`src/rtl/dscr_pkg.sv`:
```
package dscr_pkg;
  localparam int LFSR_W = 7;
  localparam logic [LFSR_W-1:0] SEED = '1;

  // Advance the x^7 + x^6 + 1 generator by nbits; the first bit lands in the MSB.
  function automatic logic [LFSR_W-1:0] lfsr_adv(input logic [LFSR_W-1:0] s_in, input int nbits);
    logic [LFSR_W-1:0] s;
    s = s_in;
    for (int i = 0; i < nbits; i++) s = {s[LFSR_W-2:0], s[6] ^ s[5]};
    return s;
  endfunction
endpackage

```
`src/rtl/dscr_frame_pos.sv`:
```
module dscr_frame_pos #(
  parameter int OH_BYTES = 144
) (
  input  logic clk,
  input  logic rst_n,
  input  logic beat,
  input  logic sof,
  input  logic off_req,
  output logic is_oh,
  output logic pass
);
  localparam int CW = $clog2(OH_BYTES + 1);
  localparam logic [CW-1:0] OH_LIM = CW'(OH_BYTES);

  logic          locked;
  logic          off_frame;
  logic [CW-1:0] cnt;

  assign is_oh = sof || (locked && (cnt < OH_LIM));
  assign pass  = is_oh || !locked || off_frame;

  always_ff @(posedge clk) begin
    if (!rst_n) begin
      locked    <= 1'b0;
      off_frame <= 1'b0;
      cnt       <= '0;
    end else if (beat) begin
      if (sof) begin
        locked    <= 1'b1;
        off_frame <= off_req;
        cnt       <= CW'(1);
      end else if (locked && (cnt < OH_LIM)) begin
        cnt <= cnt + CW'(1);
      end
    end
  end
endmodule

```
`src/rtl/dscr_keygen.sv`:
```
module dscr_keygen
  import dscr_pkg::*;
#(
  parameter int DATA_W = 8
) (
  input  logic              clk,
  input  logic              rst_n,
  input  logic              beat,
  input  logic              reseed,
  output logic [DATA_W-1:0] key
);
  logic [LFSR_W-1:0] state;
  logic [LFSR_W-1:0] taps [DATA_W+1];

  assign taps[0] = state;
  for (genvar g = 0; g < DATA_W; g++) begin : g_look
    assign key[DATA_W-1-g] = taps[g][LFSR_W-1];
    assign taps[g+1]       = lfsr_adv(taps[g], 1);
  end

  always_ff @(posedge clk) begin
    if (!rst_n)      state <= SEED;
    else if (reseed) state <= SEED;
    else if (beat)   state <= taps[DATA_W];
  end
endmodule

```
`src/rtl/dscr_out_stage.sv`:
```
module dscr_out_stage #(
  parameter int DATA_W = 8
) (
  input  logic              clk,
  input  logic              rst_n,
  input  logic              in_valid,
  output logic              in_ready,
  input  logic [DATA_W-1:0] d,
  input  logic              d_sof,
  output logic              out_valid,
  input  logic              out_ready,
  output logic [DATA_W-1:0] out_data,
  output logic              out_sof
);
  logic accept;
  assign in_ready = !out_valid || out_ready;
  assign accept   = in_valid && in_ready;

  always_ff @(posedge clk) begin
    if (!rst_n) begin
      out_valid <= 1'b0;
      out_data  <= '0;
      out_sof   <= 1'b0;
    end else if (accept) begin
      out_valid <= 1'b1;
      out_data  <= d;
      out_sof   <= d_sof;
    end else if (out_ready) begin
      out_valid <= 1'b0;
    end
  end
endmodule

```
`src/rtl/frame_descrambler.sv`:
```
module frame_descrambler #(
  parameter int DATA_W   = 8,
  parameter int CHANNELS = 48
) (
  input  logic              clk,
  input  logic              rst_n,
  input  logic              in_valid,
  output logic              in_ready,
  input  logic [DATA_W-1:0] in_data,
  input  logic              in_sof,
  input  logic              scr_off,
  output logic              out_valid,
  input  logic              out_ready,
  output logic [DATA_W-1:0] out_data,
  output logic              out_sof
);
  localparam int OH_BYTES = 3 * CHANNELS;

  logic              beat, is_oh, pass;
  logic [DATA_W-1:0] key, mixed;

  assign beat  = in_valid && in_ready;
  assign mixed = pass ? in_data : (in_data ^ key);

  dscr_frame_pos #(.OH_BYTES(OH_BYTES)) u_pos (
    .clk(clk), .rst_n(rst_n), .beat(beat), .sof(in_sof), .off_req(scr_off),
    .is_oh(is_oh), .pass(pass)
  );

  dscr_keygen #(.DATA_W(DATA_W)) u_key (
    .clk(clk), .rst_n(rst_n), .beat(beat), .reseed(beat && is_oh), .key(key)
  );

  dscr_out_stage #(.DATA_W(DATA_W)) u_out (
    .clk(clk), .rst_n(rst_n), .in_valid(in_valid), .in_ready(in_ready),
    .d(mixed), .d_sof(in_sof), .out_valid(out_valid), .out_ready(out_ready),
    .out_data(out_data), .out_sof(out_sof)
  );
endmodule

```
`config.mk`:
```
export PLATFORM = sky130hd
export DESIGN_NAME = frame_descrambler
export DESIGN_NICKNAME = d
export VERILOG_FILES = /design/src/rtl/dscr_pkg.sv /design/src/rtl/dscr_frame_pos.sv /design/src/rtl/dscr_keygen.sv /design/src/rtl/dscr_out_stage.sv /design/src/rtl/frame_descrambler.sv
export SDC_FILE = /design/constraint.sdc
export NUM_CORES = 1
export LEC_CHECK = 0
export ABC_AREA = 0
export CORE_UTILIZATION = 50
export DETAILED_ROUTE_END_ITERATION = 16
export PLACE_DENSITY = 0.86
export SLEW_MARGIN = 10
export SYNTH_ARGS = -nofsm -noshare
export SYNTH_HDL_FRONTEND = slang
export SYNTH_SLANG_ARGS = --single-unit
```
`constraint.sdc`:
```
create_clock -name clk -period 1.6 [get_ports clk]
set_input_delay 0.32 -clock clk [delete_from_list [all_inputs] [get_ports clk]]
set_output_delay 0.32 -clock clk [all_outputs]
set_load 0.02 [all_outputs]
```
-- After elaboration in Yosys (flattened, before gate mapping)
Cells that the tools add are included.
Widths: inputs -> output; s select.
- register bits after elaboration: 27
- latch bits: 0
- RAM bits: 0
- bits in read-only memories: 0
- bits of input ports: 14
- output and inout bits: 11
- word-level logic and storage cells: 38
- memories: 0
- add/sub/neg operators: 1
- multipliers: 0
- divide/modulo/power cells: 0
- magnitude comparators: 1
- equal/unequal tests: 0
- shift operators: 0
- multiplexer cells: 5
- bitwise operators: 10
- reduce and logical (&&, ||, !) cells: 14
- operator list (cell ; count):
    $mux 8 ; 3
    $add 8x1->8 const B ; 1
    $lt 8x8->1 const B ; 1
    $xor 1x1->1 ; 8
    $xor 8x8->8 ; 1
    $logic_or 1x1->1 ; 4
    $reduce_and 2->1 ; 2
    $reduce_bool 2->1 ; 2
    $logic_and 1x1->1 ; 3
    $logic_not 1->1 ; 2
    $mux 1 ; 2
    $reduce_or 2->1 ; 1
    $not 1->1 ; 1

-- Longest topological paths before layout
Gate-level depths: netlist of the first run.
- word-level depth: 6
- mapped depth: 6
- gate-level depth less buffers: 5

-- Modules after synthesis
From an unflattened synthesis of the first run, not the netlist that was laid out.
- cells, all modules: 169
- area total of the unflattened synthesis: 1525.2 um^2
- by module, submodules not included (module ; times used ; cells each ; area each (um^2) ; sequential area each (um^2)):
    dscr_frame_pos ; 1 ; 67 ; 568.0 ; 200.2
    dscr_out_stage ; 1 ; 44 ; 415.4 ; 200.2
    dscr_keygen ; 1 ; 40 ; 401.6 ; 140.1
    frame_descrambler ; 1 ; 18 ; 140.1 ; 0.0

-- Worst setup path before layout of the first run
No wires, ideal clock.
- path kind: reg2reg
- start: register u_out.out_valid
- end: register u_pos.cnt[2]
- arrival: 1.553 ns
- data required time: 1.525 ns
- slack: -0.029 ns
- stages on the path, launching flop included: 6
- cells stage by stage: dfxtp_1 -> nor2b_4 -> inv_1 -> nand2_1 -> or4_1 -> a31oi_1
- longest elaborated chain between the ends: 4
- ends and longest elaborated chain (element ; line ; RTL):
    start: declaration ; dscr_out_stage.sv:10 ; output logic out_valid,
    start signal: assignment ; dscr_out_stage.sv:21 ; out_valid <= 1'b0;
    start signal: assignment ; dscr_out_stage.sv:25 ; out_valid <= 1'b1;
    start signal: assignment ; dscr_out_stage.sv:29 ; out_valid <= 1'b0;
    $logic_not 1->1 ; dscr_out_stage.sv:16 ; assign in_ready = !out_valid || out_ready;
    $logic_or 1x1->1 ; dscr_out_stage.sv:16 ;
    via in_ready ; frame_descrambler.sv:8 ; output logic in_ready,
    $logic_and 1x1->1 ; frame_descrambler.sv:22 ; assign beat = in_valid && in_ready;
    $reduce_and 2->1 (no line) ; n/a ;
    end signal: assignment ; dscr_frame_pos.sv:33 ; cnt <= cnt + CW'(1);
    end: declaration ; dscr_frame_pos.sv:17 ; logic [CW-1:0] cnt;
The timed path passes the listed nets, and every way through them passes these cells.
A chain may end at the register's enable or synchronous reset.

-- Final worst setup path of the first run
- start: input port out_ready
- end: register u_key.state[3]
- longest elaborated chain between the ends: 4
- ends and longest elaborated chain (element ; line ; RTL):
    start: declaration ; frame_descrambler.sv:13 ; input logic out_ready,
    $logic_or 1x1->1 (*) ; dscr_out_stage.sv:16 ;
    $logic_and 1x1->1 (*) ; frame_descrambler.sv:22 ;
    $logic_and 1x1->1 ; frame_descrambler.sv:31 ; .clk(clk), .rst_n(rst_n), .beat(beat), .reseed(beat && is_oh), .key(key)
    $reduce_or 2->1 (no line) ; n/a ;
    end signal: assignment ; dscr_keygen.sv:24 ; else if (beat) state <= taps[DATA_W];
    end: declaration ; dscr_keygen.sv:12 ; logic [LFSR_W-1:0] state;
Every way passes the cells marked *; elsewhere a longest branch is shown, timed or not.

==> results of run 1 <==
-- timing repair --
action / CTS / global route
pin swaps: 0 / 1
cloned: 0 / 0
resized for setup: 11 / 7
setup buffers: 0 / 1
endpoints found under the setup margin: 10 / 12
-- routing by layer --
metal	up-vias	GRT usage, %	wire length, µm
met5	-	0	0
met4	0	9.65	49
met3	6	3.74	175
met2	61	45.8	1750
met1	644	28.4	1380
li1	637	-	-
-- through the flow --
step	setup TNS (ps)	instance area, µm²	hold slack, ps	worst slack [ps]	cells
final	0	1730	466	71.2	221
after global routing	-0.459	1730	498	-0.459	221
after CTS	0	1720	470	6.08	220
after detailed placement	-3990	1700	451	-266	216
after global placement	-3320	1700	443	-239	216
after floorplan	0	1310	436	86.7	150
-- cell usage in the layout (no fill, tap or decap), drive strengths merged, types with 2 or more instances in the layout --
cell type      synthesis  layout
a21oi                 15      15
a31oi                  2       2
and2                   2       2
buf                    2      21
clkbuf                 6       4
clkdlybuf4s50          0      13
clkinv                 1       2
dfxtp                 27      27
dlygate4sd2            0       9
inv                    4       4
nand2                 13      13
nand3                 15      15
nand4                  4       4
nor3                   3       3
nor4                   2       2
o211ai                 2       2
o21ai                  9       9
o22ai                  7       7
o31ai                  2       2
or4                    3       3
xor2                  16      16
-- worst max-delay path by stage --
stage,startpoint,end,slack (ps)
after global placement,out_ready,in_ready,-240
final,out_ready,u_key.state[3]$_SDFFE_PP1N_,70
after CTS,u_pos.cnt[4]$_SDFFE_PN0P_,u_pos.cnt[4]$_SDFFE_PN0P_,6
after detailed placement,out_ready,in_ready,-270
after global routing,u_pos.cnt[5]$_SDFFE_PN0P_,u_pos.cnt[4]$_SDFFE_PN0P_,-0.5
after floorplan,u_out.out_valid$_SDFFE_PN0P_,u_pos.cnt[2]$_SDFFE_PN0P_,90
-- registers in the layout, summed over array words and instances, names as in the netlist --
signal / cells
u_key.state: 7
u_out.out_data: 8
u_pos.off_frame: 1
u_out.out_valid: 1
u_pos.cnt: 8
u_out.out_sof: 1
u_pos.locked: 1
-- worst min-delay path, cell delays in order, from the launching register on --
cell                      delay, ps
sky130_fd_sc_hd__dfxtp_1        330
sky130_fd_sc_hd__nand2_1         50
sky130_fd_sc_hd__a21oi_1         50
-- logic make-up after synthesis --
kind of cell               Yosys count  share of synthesized area (%)
AOI/OAI and AO/OA                   43                           21.2
xor gates and xnor gates            16                           10.7
adders and majority gates            1                          0.959
buffers and inverters               13                           3.93
DFF                                 27                           41.4
muxes                                1                          0.767
and+or+nand+nor                     49                           21.0
-- power breakdown --
group | internal (W) | switching [W] | total (W)
Sequential | 0.000707 | 0.0000312 | 0.000738
Combinational | 0.000119 | 0.000126 | 0.000245
Clock | 0.0000937 | 0.000205 | 0.000299
Total | 0.000920 | 0.000362 | 0.00128
-- final cells by class --
type                            instances  area share [%]
Multi-Input combinational cell        110            41.3
Sequential cell                        27            31.6
Timing Repair Buffer                   45            22.2
Tap cell                               30            2.17
Clock buffer                            3            1.30
Inverter                                5            1.09
Clock inverter                          1           0.290
==> results.md, run 1 <==
* Worst R2R Start: u_pos.cnt[5]$_SDFFE_PN0P_
* DRC violation count after routing at 0
* Die footprint at 0.00282 mm²
* Count of flip-flops with a built-in enable after synthesis at 0
* Endpoint type of the worst setup path: flip-flop
* Worst setup slack for register-to-register paths at 70 ps
* Register bit count reported by yosys at 27
* Number of max-cap violations at 0
* Count of H-tree levels built during CTS at 1
* Crit path required time at 1820 ps
* # hold bufs at CTS at 0
* Fraction of registers with async set or reset after synthesis at 0%
* Via count at 1348
* Leak pwr at 0.674 nW
* Primary flip-flop cell chosen by synthesis mapping: sky130_fd_sc_hd__dfxtp_1
* Initial Util at 52.7%
* Hold Crit Start: u_out.out_sof$_SDFFE_PN0N_
* Total GRT Usage at 24.9%
* Share of the yosys chip area belonging to registers at 41.4%
* Crit path buf inv count at 2
* Maximum clock insertion buffer count at 2
* Antenna violations before repair at 0
* GP Congestion at 0.924
* Cell row count at 18
* Cell taking the most area after synthesis: sky130_fd_sc_hd__dfxtp_1
* Number of instances in the synthesized netlist at 150
* TritonCTS clock tree: built
* Sinks on the clock net at 27
* Critical Path AT at 1750 ps
* Outcome: complete, no violations
* Relative slew margins at 77.9%
* Kind of start point of the critical path: input pin
* Crit Reg-Reg Endpoint: u_pos.cnt[4]$_SDFFE_PN0P_
* Detailed-route vias per instance at 6.10
* Largest fanout of any net on the critical path at 7
* Routed WL per cell at 15.2 µm
* CTS clock-pin slew for the worst setup and hold paths at 140 ps
* Min-Delay Path Depth at 2
* 1st-pass router iterations at 4
* Number of logic stages on the critical path including buffering at 6
* Family of cells with the greatest summed delay on the critical path: compound AO/OA/AOI/OAI gates
* Vias in the first global route at 1208
* Fin util at 69.7%
* Setup Viol. Count Final at 0
* Total power per unit cell area at 742 mW/mm²
* Final hold violations at 0
* Biggest area contributors in the synthesized netlist: sky130_fd_sc_hd__dfxtp_1 (41%), sky130_fd_sc_hd__xor2_1 (11%), sky130_fd_sc_hd__a21oi_1 (5.8%), sky130_fd_sc_hd__nand3_1 (5.8%), sky130_fd_sc_hd__nand2_1 (3.7%)
* Multi-input gate area at 713 µm²
* Standard cell with the maximum stage delay on the critical path: sky130_fd_sc_hd__clkdlybuf4s50_1
* # IOs at 25
* Clock network latency to the later pin of the worst-skew pair at 330 ps
* Biggest cell delay along the critical path at 510 ps
* Layout cell share with drive strength beyond 1 at 18.8%
* Nets@finish at 207
* Number of nets in the synthesized netlist at 165
* Yosys Warn Count at 0
* Fillers at 203
* Detailed-placement wirelength estimate at 2.39 mm
* Area used by sequential logic in the layout at 547 µm²
* Critical Path, Cell by Cell: clkdlybuf4s50_1 > nor2b_4 > buf_4 > a2111o_1 > o22ai_1 > nand2_1
* Core area at 0.00248 mm²
* Die W at 53.1 µm
* Total Power at 0.00128 W
* DRC marker count from the first detailed-route iteration at 52
* Largest net degree at the start of global routing at 24
* Worst setup path category: input pin to flip-flop
* Cell Area, Synth at 0.00131 mm²
* Aggregate routed wire length at 3.35 mm
* Most instantiated cells after synthesis: sky130_fd_sc_hd__dfxtp_1 (27), sky130_fd_sc_hd__xor2_1 (16), sky130_fd_sc_hd__a21oi_1 (15), sky130_fd_sc_hd__nand3_1 (15), sky130_fd_sc_hd__nand2_1 (13)
* Port-buffer cells at 24
* Total CTS buffers at 3
* Min-Delay Path Class: flip-flop to flip-flop
* Highest ir drop seen on vdd at 0.000647 V
* Final min period at 1530 ps
* Vertical die dimension at 53.1 µm
* Global-route wire length before repair at 5.17 mm
* Top-area cell type share of the netlist area at 41.4%
* Endpoint of the worst hold-timing path: u_out.out_sof$_SDFFE_PN0N_
* Clock Tree Root: sky130_fd_sc_hd__clkbuf_4
* Overall overflow remaining after global route at 0
* Worst reg2reg path depth at 4
* Cell with the most instances after synthesis: sky130_fd_sc_hd__dfxtp_1
* Final setup skew at 9.15 ps
* Final worst-path cycle share at 95.6%
* Maximum achievable frequency at 654 MHz
* Slew at the pin closest to its max-slew limit at 327 ps
* P&R area growth vs syn at 32.4%
* Mapped Avg Cell Area at 8.70 µm²
* Count of distinct cell types in the synthesized netlist at 36
* Pins over their slew limit at 0
* ANT nets after route at 0
* Number of antenna diodes at 0
(Power assumes the default switching activity.)
==> run 2, diff against run 1 <==
Settings changed: CORE_ASPECT_RATIO set to 1.1.
==> run 2 against run 1 <==
Sequential share of layout area shrank 0.18 points. Critical path depth decreased by 2. First-iteration DRC count decreased by 40%. Die area is essentially flat. Largest cell class unchanged. Core utilization shrank 0.12 points. Combinational power hardly changed. Worst hold slack got worse by 1.9 ps. Clock power is 2% lower. Clock skew shrank 1.2 ps. Highest routed layer unchanged.
==> results.md, run 2 (synthesis gave the netlist of run 1 again) <==
* Final worst-path cycle share at 97.3%
* CTS clock-pin slew for the worst setup and hold paths at 130 ps
* Number of max-cap violations at 0
* GP Congestion at 0.927
* Crit path required time at 1280 ps
* Port-buffer cells at 24
* Largest registers: u_out.out_data x8, u_pos.cnt x8, u_key.state x7
* Worst setup slack for register-to-register paths at 60 ps
* 1st-pass router iterations at 4
* Crit Reg-Reg Endpoint: u_pos.cnt[4]$_SDFFE_PN0P_
* Unrepaired setup endpoints after global routing: true
* Total GRT Usage at 23.7%
* Worst R2R Start: u_pos.cnt[5]$_SDFFE_PN0P_
* Nets@finish at 204
* DRC violation count after routing at 0
* Tightest hold margin at 464 ps
* Critical Path AT at 1240 ps
* Detailed-placement wirelength estimate at 2.19 mm
* Hold Crit Start: u_out.out_sof$_SDFFE_PN0N_
* Final setup margin at 43.6 ps
* Min-Delay Path Depth at 2
* Overall overflow remaining after global route at 0
* Clock Tree Root: sky130_fd_sc_hd__clkbuf_4
* Min-Delay Path Class: flip-flop to flip-flop
* Vias in the first global route at 1136
* Clock network latency to the later pin of the worst-skew pair at 320 ps
* Initial Util at 52.3%
* Core area at 0.00250 mm²
* Setup Viol. Count Final at 0
* P&R area growth vs syn at 33.2%
* Worst reg2reg path depth at 4
* Via count at 1250
* Most used cells in the layout excluding fill and tap cells: sky130_fd_sc_hd__dfxtp_1 (22), sky130_fd_sc_hd__buf_4 (17), sky130_fd_sc_hd__xor2_1 (16)
* Final hold violations at 0
* Vertical die dimension at 55.6 µm
* TritonCTS clock tree: built
* Relative slew margins at 76.1%
* # IOs at 25
* Pins over their slew limit at 0
* Biggest cell delay along the critical path at 510 ps
* Largest fanout of any net on the critical path at 3
* Most frequent standard cell in the layout excluding fill and tap cells: sky130_fd_sc_hd__dfxtp_1
* Critical Path, Cell by Cell: clkdlybuf4s50_1 > nor2b_4 > inv_2 > clkdlybuf4s15_1
* Largest net degree at the start of global routing at 26
* Standard cell with the maximum stage delay on the critical path: sky130_fd_sc_hd__clkdlybuf4s50_1
* Kind of start point of the critical path: input pin
* Layout cell share with drive strength beyond 1 at 17.0%
* Number of antenna diodes at 0
* Total CTS buffers at 3
* Detailed-route vias per instance at 5.71
* Aggregate routed wire length at 3.03 mm
* Endpoint type of the worst setup path: primary output
* Antenna violations before repair at 0
* Fin util at 69.6%
* Count of H-tree levels built during CTS at 1
* Endpoint of the worst hold-timing path: u_out.out_sof$_SDFFE_PN0N_
* Outcome: complete, no violations
* Leak pwr at 0.665 nW
* Die footprint at 0.00282 mm²
* Slew at the pin closest to its max-slew limit at 358 ps
* # hold bufs at CTS at 0
* Final min period at 1560 ps
* Routed WL per cell at 13.9 µm
* Maximum achievable frequency at 643 MHz
* Sinks on the clock net at 27
* Worst setup path category: input pin to primary output
* Place WS at -285 ps
* Cell row count at 19
* Total power per unit cell area at 733 mW/mm²
* Highest ir drop seen on vdd at 0.000645 V
* Global-route wire length before repair at 5.17 mm
* ANT nets after route at 0
* Maximum clock insertion buffer count at 2
* Die W at 50.7 µm
* Final setup skew at 7.99 ps
* DRC marker count from the first detailed-route iteration at 31
==> run 2: area by class of cell <==
| class | instances | area (µm²) |
|---|---|---|
| Fill cell | 195 | 758 |
| Inverter | 5 | 18.8 |
| Multi-Input combinational cell | 110 | 728 |
| Clock buffer | 4 | 26.3 |
| Sequential cell | 27 | 547 |
| Timing Repair Buffer | 42 | 379 |
| Tap cell | 31 | 38.8 |
==> run 2: worst max-delay path by stage <==
stage | startpoint | to | slack, ps | cells past startpoint
floorplan | u_out.out_valid$_SDFFE_PN0P_ | u_pos.cnt[2]$_SDFFE_PN0P_ | 90 | 5
detailed placement | out_ready | u_key.state[2]$_SDFFE_PP1N_ | -290 | 6
CTS | out_ready | in_ready | 7 | 4
finish | out_ready | in_ready | 40 | 4
global placement | out_ready | in_ready | -250 | 4
global route | u_pos.cnt[5]$_SDFFE_PN0P_ | u_pos.cnt[4]$_SDFFE_PN0P_ | -6 | 4
==> run 2: power breakdown <==
part / switching [W] / total (W) / internal [W] / leakage (nW)
registers: 0.0000283 / 0.000735 / 0.000707 / 0.224
clock network: 0.000195 / 0.000293 / 0.0000977 / 0.0150
logic: 0.000125 / 0.000246 / 0.000121 / 0.426
==> run 2: metrics by stage <==
stage          area [µm²]  TNS, ps  power [W]  cells
2_1_floorplan        1310        0   0.000871    150
3_3_place_gp         1700    -3630   0.000998    215
3_5_place_dp         1700    -4010    0.00101    215
4_1_cts              1720        0    0.00128    219
5_1_grt              1740    -6.37    0.00134    219
6_report             1740        0    0.00127    219
==> run 2: timing repair <==
item,in CTS,in global routing
resized for setup,11,8
pin swaps,0,2
setup endpoints to repair,11,11
buffers inserted,0,0
==> run 2: layer usage <==
| layer | routed length, µm | GRT usage (%) |
|---|---|---|
| met5 | 0 | 0 |
| met3 | 170 | 4.10 |
| met2 | 1510 | 39.2 |
| met4 | 29 | 7.54 |
| met1 | 1320 | 30.9 |
==> run 2: critical path, delay by kind of cell <==
kind	cells	cell delay, ps
buffers and inverters	3	860
AND/OR/NAND/NOR	1	50
